[src/rtl/cmt_pkg.sv]
`timescale 1ns/1ps
package cmt_pkg;
  typedef enum logic [1:0] {
    PIN_KEEP = 2'b00,
    PIN_LOW  = 2'b01,
    PIN_HIGH = 2'b10,
    PIN_FLIP = 2'b11
  } pin_act_e;

  localparam int MCFG_W  = 5;  // irq, wrap, halt, action[1:0]
  localparam int CCFG_W  = 3;  // rise, fall, irq
  localparam int A_CTRL  = 0;
  localparam int A_PRESC = 1;
  localparam int A_MCFG  = 2;
  localparam int A_CCFG  = 3;
  localparam int A_CLR   = 4;
  localparam int A_MVAL0 = 8;

  function automatic logic pin_next(logic [1:0] act, logic cur);
    case (pin_act_e'(act))
      PIN_LOW:  return 1'b0;
      PIN_HIGH: return 1'b1;
      PIN_FLIP: return ~cur;
      default:  return cur;
    endcase
  endfunction

  function automatic logic edge_hit(logic rise, logic fall, logic en_r, logic en_f);
    return (rise & en_r) | (fall & en_f);
  endfunction
endpackage

[src/rtl/cmt_sync_edge.sv]
`timescale 1ns/1ps
module cmt_sync_edge #(
  parameter int N = 4
) (
  input  logic         clk,
  input  logic         rst_n,
  input  logic [N-1:0] din,
  output logic [N-1:0] rise,
  output logic [N-1:0] fall
);
  logic [N-1:0] s1_q, s2_q, s3_q;

  always_ff @(posedge clk or negedge rst_n) begin
    if (!rst_n) begin
      s1_q <= '0;
      s2_q <= '0;
      s3_q <= '0;
    end else begin
      s1_q <= din;
      s2_q <= s1_q;
      s3_q <= s2_q;
    end
  end

  assign rise = s2_q & ~s3_q;
  assign fall = ~s2_q & s3_q;
endmodule

[src/rtl/cmt_prescale_count.sv]
`timescale 1ns/1ps
module cmt_prescale_count #(
  parameter int W = 32
) (
  input  logic         clk,
  input  logic         rst_n,
  input  logic         run,
  input  logic         srst,
  input  logic         evt,
  input  logic [W-1:0] presc,
  input  logic         wrap_req,
  output logic [W-1:0] count,
  output logic [W-1:0] next_count,
  output logic         tick
);
  logic [W-1:0] pc_q, cnt_q;

  function automatic logic [W-1:0] pre_step(logic [W-1:0] pc, logic [W-1:0] lim);
    return (pc == lim) ? '0 : pc + 1'b1;
  endfunction

  function automatic logic [W-1:0] cnt_step(logic [W-1:0] c, logic wrap);
    return wrap ? '0 : c + 1'b1;
  endfunction

  assign tick       = run && !srst && evt && (pc_q == presc);
  assign next_count = cnt_step(cnt_q, wrap_req);
  assign count      = cnt_q;

  always_ff @(posedge clk or negedge rst_n) begin
    if (!rst_n) begin
      pc_q  <= '0;
      cnt_q <= '0;
    end else if (srst) begin
      pc_q  <= '0;
      cnt_q <= '0;
    end else begin
      if (run && evt) pc_q <= pre_step(pc_q, presc);
      if (tick)       cnt_q <= next_count;
    end
  end
endmodule

[src/rtl/cmt_match_unit.sv]
`timescale 1ns/1ps
module cmt_match_unit
  import cmt_pkg::*;
#(
  parameter int W = 32
) (
  input  logic         clk,
  input  logic         rst_n,
  input  logic         tick,
  input  logic [W-1:0] count,
  input  logic [W-1:0] next_count,
  input  logic [W-1:0] mval,
  input  logic [1:0]   act,
  input  logic         rst_en,
  output logic         evt,
  output logic         rst_req,
  output logic         pin
);
  assign rst_req = rst_en && (count == mval);
  assign evt     = tick && (next_count == mval);

  always_ff @(posedge clk or negedge rst_n) begin
    if (!rst_n)   pin <= 1'b0;
    else if (evt) pin <= pin_next(act, pin);
  end
endmodule

[src/rtl/capture_match_timer.sv]
`timescale 1ns/1ps
module capture_match_timer
  import cmt_pkg::*;
#(
  parameter int CNT_W   = 32,
  parameter int N_MATCH = 4,
  parameter int N_CAP   = 4,
  parameter int ADDR_W  = 4
) (
  input  logic                     clk,
  input  logic                     rst_n,
  input  logic                     wr_en,
  input  logic [ADDR_W-1:0]        wr_addr,
  input  logic [CNT_W-1:0]         wr_data,
  input  logic [N_CAP-1:0]         cap_in,
  output logic [CNT_W-1:0]         count_o,
  output logic                     counting_o,
  output logic [N_CAP*CNT_W-1:0]   cap_val_o,
  output logic [N_MATCH-1:0]       match_pin_o,
  output logic [N_MATCH+N_CAP-1:0] irq_flag_o,
  output logic                     irq_o
);
  localparam int SEL_W  = (N_CAP > 1) ? $clog2(N_CAP) : 1;
  localparam int FLAG_W = N_MATCH + N_CAP;
  localparam int MCFG_T = N_MATCH * MCFG_W;
  localparam int CCFG_T = N_CAP * CCFG_W;

  logic              run_q, srst_q, ext_q;
  logic [SEL_W-1:0]  sel_q;
  logic [CNT_W-1:0]  presc_q;
  logic [MCFG_T-1:0] mcfg_q;
  logic [CCFG_T-1:0] ccfg_q;
  logic [CNT_W-1:0]  mval_q [N_MATCH];
  logic [FLAG_W-1:0] flag_q;

  logic wr_ctrl, wr_presc, wr_mcfg, wr_ccfg, wr_clr;
  assign wr_ctrl  = wr_en && (wr_addr == ADDR_W'(A_CTRL));
  assign wr_presc = wr_en && (wr_addr == ADDR_W'(A_PRESC));
  assign wr_mcfg  = wr_en && (wr_addr == ADDR_W'(A_MCFG));
  assign wr_ccfg  = wr_en && (wr_addr == ADDR_W'(A_CCFG));
  assign wr_clr   = wr_en && (wr_addr == ADDR_W'(A_CLR));

  // internal events, brought out for the checker
  logic [N_CAP-1:0]   cap_rise, cap_fall, cap_evt, cap_irq_en;
  logic [N_MATCH-1:0] match_evt, rst_req, stop_vec, flip_vec, match_irq_en;
  logic               rst_req_any, tick, count_evt;
  logic [CNT_W-1:0]   count_q, next_cnt;
  logic [FLAG_W-1:0]  clr_mask, set_mask;

  assign rst_req_any = |rst_req;
  assign count_evt   = ext_q ? cap_rise[sel_q] : 1'b1;
  assign clr_mask    = wr_clr ? wr_data[FLAG_W-1:0] : '0;
  assign set_mask    = {cap_evt & cap_irq_en, match_evt & match_irq_en};

  always_ff @(posedge clk or negedge rst_n) begin
    if (!rst_n) begin
      run_q   <= 1'b0;
      srst_q  <= 1'b0;
      ext_q   <= 1'b0;
      sel_q   <= '0;
      presc_q <= '0;
      mcfg_q  <= '0;
      ccfg_q  <= '0;
    end else begin
      if (wr_ctrl) begin
        run_q  <= wr_data[0];
        srst_q <= wr_data[1];
        ext_q  <= wr_data[2];
        sel_q  <= wr_data[3 +: SEL_W];
      end
      if (|(match_evt & stop_vec)) run_q <= 1'b0;
      if (wr_presc) presc_q <= wr_data;
      if (wr_mcfg)  mcfg_q  <= wr_data[MCFG_T-1:0];
      if (wr_ccfg)  ccfg_q  <= wr_data[CCFG_T-1:0];
    end
  end

  always_ff @(posedge clk or negedge rst_n) begin
    if (!rst_n) flag_q <= '0;
    else        flag_q <= (flag_q & ~clr_mask) | set_mask;
  end

  cmt_sync_edge #(.N(N_CAP)) u_sync (
    .clk  (clk),
    .rst_n(rst_n),
    .din  (cap_in),
    .rise (cap_rise),
    .fall (cap_fall)
  );

  cmt_prescale_count #(.W(CNT_W)) u_cnt (
    .clk       (clk),
    .rst_n     (rst_n),
    .run       (run_q),
    .srst      (srst_q),
    .evt       (count_evt),
    .presc     (presc_q),
    .wrap_req  (rst_req_any),
    .count     (count_q),
    .next_count(next_cnt),
    .tick      (tick)
  );

  for (genvar i = 0; i < N_MATCH; i++) begin : g_match
    always_ff @(posedge clk or negedge rst_n) begin
      if (!rst_n) mval_q[i] <= '0;
      else if (wr_en && (wr_addr == ADDR_W'(A_MVAL0 + i))) mval_q[i] <= wr_data;
    end

    assign match_irq_en[i] = mcfg_q[i*MCFG_W + 0];
    assign stop_vec[i]     = mcfg_q[i*MCFG_W + 2];
    assign flip_vec[i]     = (mcfg_q[i*MCFG_W + 3 +: 2] == 2'b11);

    cmt_match_unit #(.W(CNT_W)) u_m (
      .clk       (clk),
      .rst_n     (rst_n),
      .tick      (tick),
      .count     (count_q),
      .next_count(next_cnt),
      .mval      (mval_q[i]),
      .act       (mcfg_q[i*MCFG_W + 3 +: 2]),
      .rst_en    (mcfg_q[i*MCFG_W + 1]),
      .evt       (match_evt[i]),
      .rst_req   (rst_req[i]),
      .pin       (match_pin_o[i])
    );
  end

  for (genvar c = 0; c < N_CAP; c++) begin : g_cap
    logic [CNT_W-1:0] cap_q;
    assign cap_irq_en[c] = ccfg_q[c*CCFG_W + 2];
    assign cap_evt[c]    = edge_hit(cap_rise[c], cap_fall[c],
                                    ccfg_q[c*CCFG_W + 0], ccfg_q[c*CCFG_W + 1]);
    always_ff @(posedge clk or negedge rst_n) begin
      if (!rst_n)          cap_q <= '0;
      else if (cap_evt[c]) cap_q <= count_q;
    end
    assign cap_val_o[c*CNT_W +: CNT_W] = cap_q;
  end

  assign count_o    = count_q;
  assign counting_o = run_q;
  assign irq_flag_o = flag_q;
  assign irq_o      = |flag_q;
endmodule

[config.mk]
export PLATFORM = sky130hd
export DESIGN_NAME = capture_match_timer
export DESIGN_NICKNAME = d
export VERILOG_FILES = /design/src/rtl/cmt_pkg.sv /design/src/rtl/cmt_sync_edge.sv /design/src/rtl/cmt_prescale_count.sv /design/src/rtl/cmt_match_unit.sv /design/src/rtl/capture_match_timer.sv
export SDC_FILE = /design/constraint.sdc
export NUM_CORES = 1
export LEC_CHECK = 0
export ABC_AREA = 0
export BUFFER_PORTS_ARGS = -buffer_cell sky130_fd_sc_hd__clkbuf_2
export CORE_ASPECT_RATIO = 1.1
export CORE_UTILIZATION = 50
export CTS_CLUSTER_SIZE = 12
export DETAILED_ROUTE_END_ITERATION = 8
export HOLD_SLACK_MARGIN = 0.12
export PLACE_DENSITY = 0.69
export REMOVE_ABC_BUFFERS = 1
export SLEW_MARGIN = 10
export SYNTH_ARGS = -nofsm -noshare
export SYNTH_HDL_FRONTEND = slang
export SYNTH_SLANG_ARGS = --single-unit
[constraint.sdc]
create_clock -name clk -period 4.2 [get_ports clk]
set_input_delay 0.84 -clock clk [delete_from_list [all_inputs] [get_ports clk]]
set_output_delay 0.84 -clock clk [all_outputs]
set_load 0.005 [all_outputs]
==> run summary, run 1 <==
Root Buffer: clkbuf_16
Final WL: 85.19 mm
Crit Path Max Fanout: 6
Fmax achieved: 0.2390 GHz
First-pass GRT wire length: 120.9 mm
CP top delay family: simple AND/OR/NAND/NOR gates
CTS tree: done
R2r worst-path depth: 15
Total iterations of the first detailed-routing run: 5
Core region area: 42210 um2
Synth warnings: 0
Slowest stage cell, crit path: or4_4
Pwr/cell area: 432.6 nW/um2
Antenna violations before repair: 2
Gp weighted congestion: 1.063
DRT antenna net count: 0
Die W: 199.1 um
Num ports: 217
Crit path time final: 4.185 ns
DRC errors left: 0
Vias per Instance: 6.255
Number of global-route vias before repair: 17.35k
Inserted Clock Buffers: 44
Synth async-reset ratio: 100.0%
Pleak: 12.50 nW
Crit path cell chain: buf_4 > xor2_1 > nor3_1 > nand3_1 > or4_4 > nand4_1 > buf_12 > buf_8 > buf_4 > a21oi_1 > o32ai_2 > nand4_1 > or4_4 > o21ai_1 > a2111oi_0
Fin worst setup slack: 0.01513 ns
CTS sink cnt: 413
DPL Wire Length: 63.94 mm
Initial Util: 50.63%
Reg2Reg Setup Slack: 0.02 ns
Multi-input gate area: 10750 um2
Critical path arrival: 4.62 ns
H-tree levels: 2
Synthesized cell area: 21370 um2
Design Area, Final: 26480 um2
Synth area leaders: dfrtp_1, mux2_2, xor2_1
Reg2reg start: u_cnt.count[14]
Largest net degree at the start of global routing: 91
Library cells used by synthesis: 74
Die area: 43570 um2
Worst-skew pair later-pin latency: 0.58 ns
Worst hold path type: in -> async
Max-Cap Viols: 0
Worst flop-to-flop path endpoint: counting_o
Place WS: -0.5314 ns
Slew Limit Headroom: 18.42%
Number of synthesized flops with an enable pin: 0
Final hold vios: 0
Highest-count cells in the layout ignoring fill and taps: dfrtp_1, mux2_2, buf_4, clkbuf_2, xor2_1
CP Launch Type: register
Synth Flop Type: dfrtp_1
Area grow syn2layout: 23.91%
Nets: 2337
Std-Cell Rows: 79
Worst-margin pin slew: 1.215 ns
Register area share after synthesis: 48.36%
PortBufs: 216
1st-iter DRT viols: 1476
Worst-path clk slew: 0.06 ns
CP endpoint kind: register
Post-CTS Hold Buffers: 0
WS Path Type: reg -> reg
Gr usage total: 39.09%
Yosys reg bits: 413
Register area: 10360 um2
Setup Skew: 0.01571 ns
Mean Syn Cell Area: 11.27 um2
Gr ovfl total: 0
Vias: 18.06k
# setup viols final: 0
VDD IR max: 347.0 uV
Status: finished, final reports clean
Die Span Y: 218.8 um
Area after DPL: 24420 um2
Filler instances: 3449
DR WL/cell: 29.51 um
Fin crit share: 99.64%
CTS Buffer Depth: 3
Buffers and inverters on the worst path: 4
Syn Inst Count: 1896
Pins Over Slew Limit: 0
Area share of the largest cell type after synthesis: 48.36%
Final Util: 62.74%
Largest area contributor in the netlist: dfrtp_1
Share of cells above drive strength 1: 40.40%
Most common cell after layout, fill and taps aside: dfrtp_1
Worst EP required: 4.64 ns
Slowest cell delay on critical path: 0.63 ns
## where the power goes
part           switching [mW]  internal [mW]  leakage [nW]
Sequential              0.739           4.46          5.36
Clock                    1.60           2.26         0.681
Combinational            1.28           1.11          6.46
## final cells by class
| cell class | instances | share of cell area [%] |
|---|---|---|
| multi-input cells | 1338 | 40.59 |
| well taps | 567 | 2.679 |
| clock inverters | 6 | 0.3213 |
| clock buffers | 65 | 4.952 |
| diodes | 3 | 0.02835 |
| inverters | 26 | 0.3686 |
| repair buffers | 469 | 11.95 |
| flip-flops and latches | 413 | 39.11 |
## metal layers
| layer | up-vias | global-route usage [%] | part of all wire, % | wire length, um |
|---|---|---|---|---|
| li1 | 7655 | - | - | - |
| met1 | 9222 | 49.76 | 39 | 33290 |
| met3 | 237 | 7.638 | 8.1 | 6913 |
| met2 | 944 | 63.08 | 47 | 39840 |
| met5 | - | 0 | 0 | 0 |
| met4 | 0 | 20.21 | 6.0 | 5147 |
## sequential cells by signal, summed over array words and instances, names as in the netlist, 8 cells and up
signal and flops:
ccfg_q 12, g_cap.cap_q 128, irq_flag_o 8, mcfg_q 20, mval_q 128, presc_q 32
u_cnt.count 32, u_cnt.pc_q 32
## synth_stat cells (all sizes together) (3+ instances only)
cell type,instances
a2111oi,3
a21o,8
a21oi,45
a22o,9
a22oi,4
a31o,9
a31oi,26
a32oi,6
and2,8
and3,22
and4,4
buf,41
clkbuf,78
dfrtp,413
inv,26
mux2,319
nand2,90
nand2b,10
nand3,36
nand3b,7
nand4,36
nand4b,4
nor2,81
nor2b,11
nor3,30
nor3b,8
nor4,42
nor4b,18
o2111ai,6
o21ai,129
o21bai,3
o22a,7
o22ai,12
o31a,4
o31ai,21
o32ai,17
or2,9
or3,4
or4,12
xnor2,91
xnor3,6
xor2,145
## kinds of logic (layout without fill, tap and decap cells)
kind of cell / count (synthesis) / after routing / synth area share (%)
simple gates: 438 / 438 / 11.36
xor+xnor: 243 / 243 / 10.42
other cells: 0 / 3 / 0
buf+inv: 145 / 566 / 2.810
fa+ha+maj: 2 / 2 / 0.1171
flops: 413 / 413 / 48.36
mux: 321 / 321 / 16.96
compound gates: 334 / 334 / 9.971
## worst register-to-register path: stages (launching register included)
cell	delay [ns]
dfrtp_2	0.47
buf_4	0.17
xor2_1	0.15
nor3_1	0.38
nand3_1	0.13
or4_4	0.56
nand4_1	0.20
buf_12	0.18
buf_8	0.14
buf_4	0.11
a21oi_1	0.04
o32ai_2	0.36
nand4_1	0.31
or4_4	0.63
o21ai_1	0.13
a2111oi_0	0.07
## how the worst max path moves through the flow
stage	start	to	slack, ns	cells after the start
6_report	u_cnt.count[14]	counting_o	0.02	15
5_1_grt	u_cnt.count[17]	counting_o	-0.001	13
4_1_cts	u_cnt.count[3]	counting_o	0.02	15
3_5_place_dp	u_cnt.count[4]	counting_o	-0.53	15
3_3_place_gp	u_cnt.count[4]	counting_o	-0.57	15
2_1_floorplan	u_cnt.count[0]	counting_o	-2.03	11
## what timing repair did
action / 4_1_cts / 5_1_grt
setup buffers: 2 / 35
pin swaps: 3 / 20
setup endpoints to repair: 9 / 9
cloned: 1 / 0
gates resized for setup: 16 / 53
## per-stage QoR
stage / hold WS (ns) / power, mW / TNS [ns] / cells
4_1_cts: 0.3195 / 11.39 / 0 / 2849
6_report: 0.2986 / 11.45 / 0 / 2887
5_1_grt: 0.3497 / 11.79 / -0.001330 / 2884
2_1_floorplan: 0.3312 / 6.173 / -38.72 / 1777
3_3_place_gp: 0.3351 / 7.487 / -2.994 / 2775
3_5_place_dp: 0.3371 / 7.519 / -2.815 / 2775
Power figures use the tool's default switching activity.
==> run 2, diff against run 1 <==
--- a/config.mk
+++ b/config.mk
@@ -13,7 +13,6 @@
 export DETAILED_ROUTE_END_ITERATION = 8
 export HOLD_SLACK_MARGIN = 0.12
 export PLACE_DENSITY = 0.69
-export REMOVE_ABC_BUFFERS = 1
 export SLEW_MARGIN = 10
 export SYNTH_ARGS = -nofsm -noshare
 export SYNTH_HDL_FRONTEND = slang
==> run summary, run 2 (synthesis results as in run 1) <==
Status: finished, final reports clean
Design Area, Final: 25560 um2
Fin crit share: 98.25%
GR peak layer: met2
Num ports: 217
Biggest regs: g_cap.cap_q (128), mval_q (128)
Buffers and inverters on the worst path: 2
Synthesized net count: 1941
Unrepaired setup endpoints after global routing: no
Crit path cell chain: xor2_1 > nor4_2 > nand4_1 > or4_1 > nand4_1 > buf_12 > buf_4 > a21oi_1 > o22ai_1 > nand2_1 > or4_1 > o31a_1 > a31oi_1
Die area: 43570 um2
Met3 Use GR: 6.040%
CTS sink cnt: 413
Slowest stage cell, crit path: or4_1
PortBufs: 216
1st-iter DRT viols: 1797
Worst-path clk slew: 0.07 ns
Vias per Instance: 6.293
Fmax achieved: 0.2423 GHz
Core region area: 42210 um2
Most common cell after layout, fill and taps aside: dfrtp_1
CP top delay family: simple AND/OR/NAND/NOR gates
VDD IR max: 357.3 uV
Gp weighted congestion: 1.024
CP endpoint kind: register
Die W: 199.1 um
Die Span Y: 218.8 um
Worst flop-to-flop path endpoint: g_match[2].u_m.pin
Initial Util: 50.63%
Slew Limit Headroom: 20.45%
Gr usage total: 39.18%
CTS Buffer Depth: 3
Inserted Clock Buffers: 43
Share of cells above drive strength 1: 36.59%
Largest net degree at the start of global routing: 99
Worst-skew pair later-pin latency: 0.60 ns
DPL Wire Length: 63.69 mm
Area grow syn2layout: 19.60%
Filler instances: 3544
Worst hold path type: in -> async
Worst-margin pin slew: 1.185 ns
Area after DPL: 24160 um2
Final hold vios: 0
Reg2Reg Setup Slack: 0.07 ns
DRC errors left: 0
Antenna violations before repair: 0
Critical path arrival: 4.65 ns
Root Buffer: clkbuf_16
WS Path Type: reg -> reg
Highest-count cells in the layout ignoring fill and taps: dfrtp_1, mux2_2, clkbuf_2, buf_4, xor2_1
CP Launch Type: register
# setup viols final: 0
GRT met1 Usage: 54.18%
Total power: 11.20 mW
DRT antenna net count: 0
Final WL: 84.12 mm
Setup Skew: 0.03190 ns
Vias: 17.63k
Worst EP required: 4.73 ns
Total iterations of the first detailed-routing run: 6
DR WL/cell: 30.03 um
Number of global-route vias before repair: 17.20k
Std-Cell Rows: 79
Slowest cell delay on critical path: 0.62 ns
Crit Path Max Fanout: 13
Pleak: 12.00 nW
Pwr/cell area: 438.4 nW/um2
Final hold slack: 0.2965 ns
Crit path launch: u_cnt.count[30]
Crit path time final: 4.126 ns
Nets: 2259
Reg2reg start: u_cnt.count[30]
CTS tree: done
M2 GR Usage: 60.31%
Final Util: 60.55%
Pins Over Slew Limit: 0
First-pass GRT wire length: 120.9 mm
Gr ovfl total: 0
H-tree levels: 2
R2r worst-path depth: 13
Max-Cap Viols: 0
[run 2: area by class of cell]
type | instances | area, um2 | area share, %
clock buffer | 54 | 1177 | 4.607
sequential | 413 | 10340 | 40.45
antenna | 1 | 2.502 | 0.009791
multi-input combinational | 1338 | 10570 | 41.35
timing repair buffer | 392 | 2520 | 9.860
clock inverter | 10 | 143.9 | 0.5630
tap | 567 | 709.4 | 2.776
inverter | 26 | 97.59 | 0.3819
[run 2: power breakdown]
part	total, mW	leakage (nW)	switching [mW]	internal [mW]
combinational	2.20	5.96	1.16	1.04
clock	3.72	0.650	1.63	2.10
sequential	5.28	5.38	0.830	4.45
[run 2: per-stage QoR]
step,std cells,setup slack [ns],TNS [ns]
floorplan,1896,0.6031,0
CTS,2800,0.02858,0
finish,2801,0.07351,0
global placement,2736,-0.07969,-0.1845
global route,2800,0.004430,0
detailed placement,2736,-0.06836,-0.1294
[run 2: routing by layer]
metal	routed length (um)	up-vias
met4	4127	0
met5	0	-
met2	38000	912
met1	35280	9034
met3	6711	174
li1	-	7507
[run 2: what timing repair did]
| item | 4_1_cts | 5_1_grt |
|---|---|---|
| pin swaps | 0 | 7 |
| endpoints found under the setup margin | 3 | 8 |
| gates resized for setup | 4 | 10 |
| hold buffers | 0 | 0 |
| buffers inserted | 0 | 0 |
| hold endpoints to repair | 0 | 0 |
[run 2: worst max path at each step]
stage	to	slack (ns)	cells after the start
final	g_match[2].u_m.pin	0.07	13
after global routing	g_match[1].u_m.pin	0.004	16
after CTS	counting_o	0.03	15
after detailed placement	counting_o	-0.07	15
after global placement	g_match[2].u_m.pin	-0.08	14
after floorplan	counting_o	0.60	16
[run 2: worst reg2reg max path: stages, from the launching register on]
cell and delay, ns:
dfrtp_1 0.59, xor2_1 0.22, nor4_2 0.45, nand4_1 0.17, or4_1 0.56, nand4_1 0.18, buf_12 0.19, buf_4 0.19
a21oi_1 0.05, o22ai_1 0.26, nand2_1 0.16, or4_1 0.62, o31a_1 0.31, a31oi_1 0.14
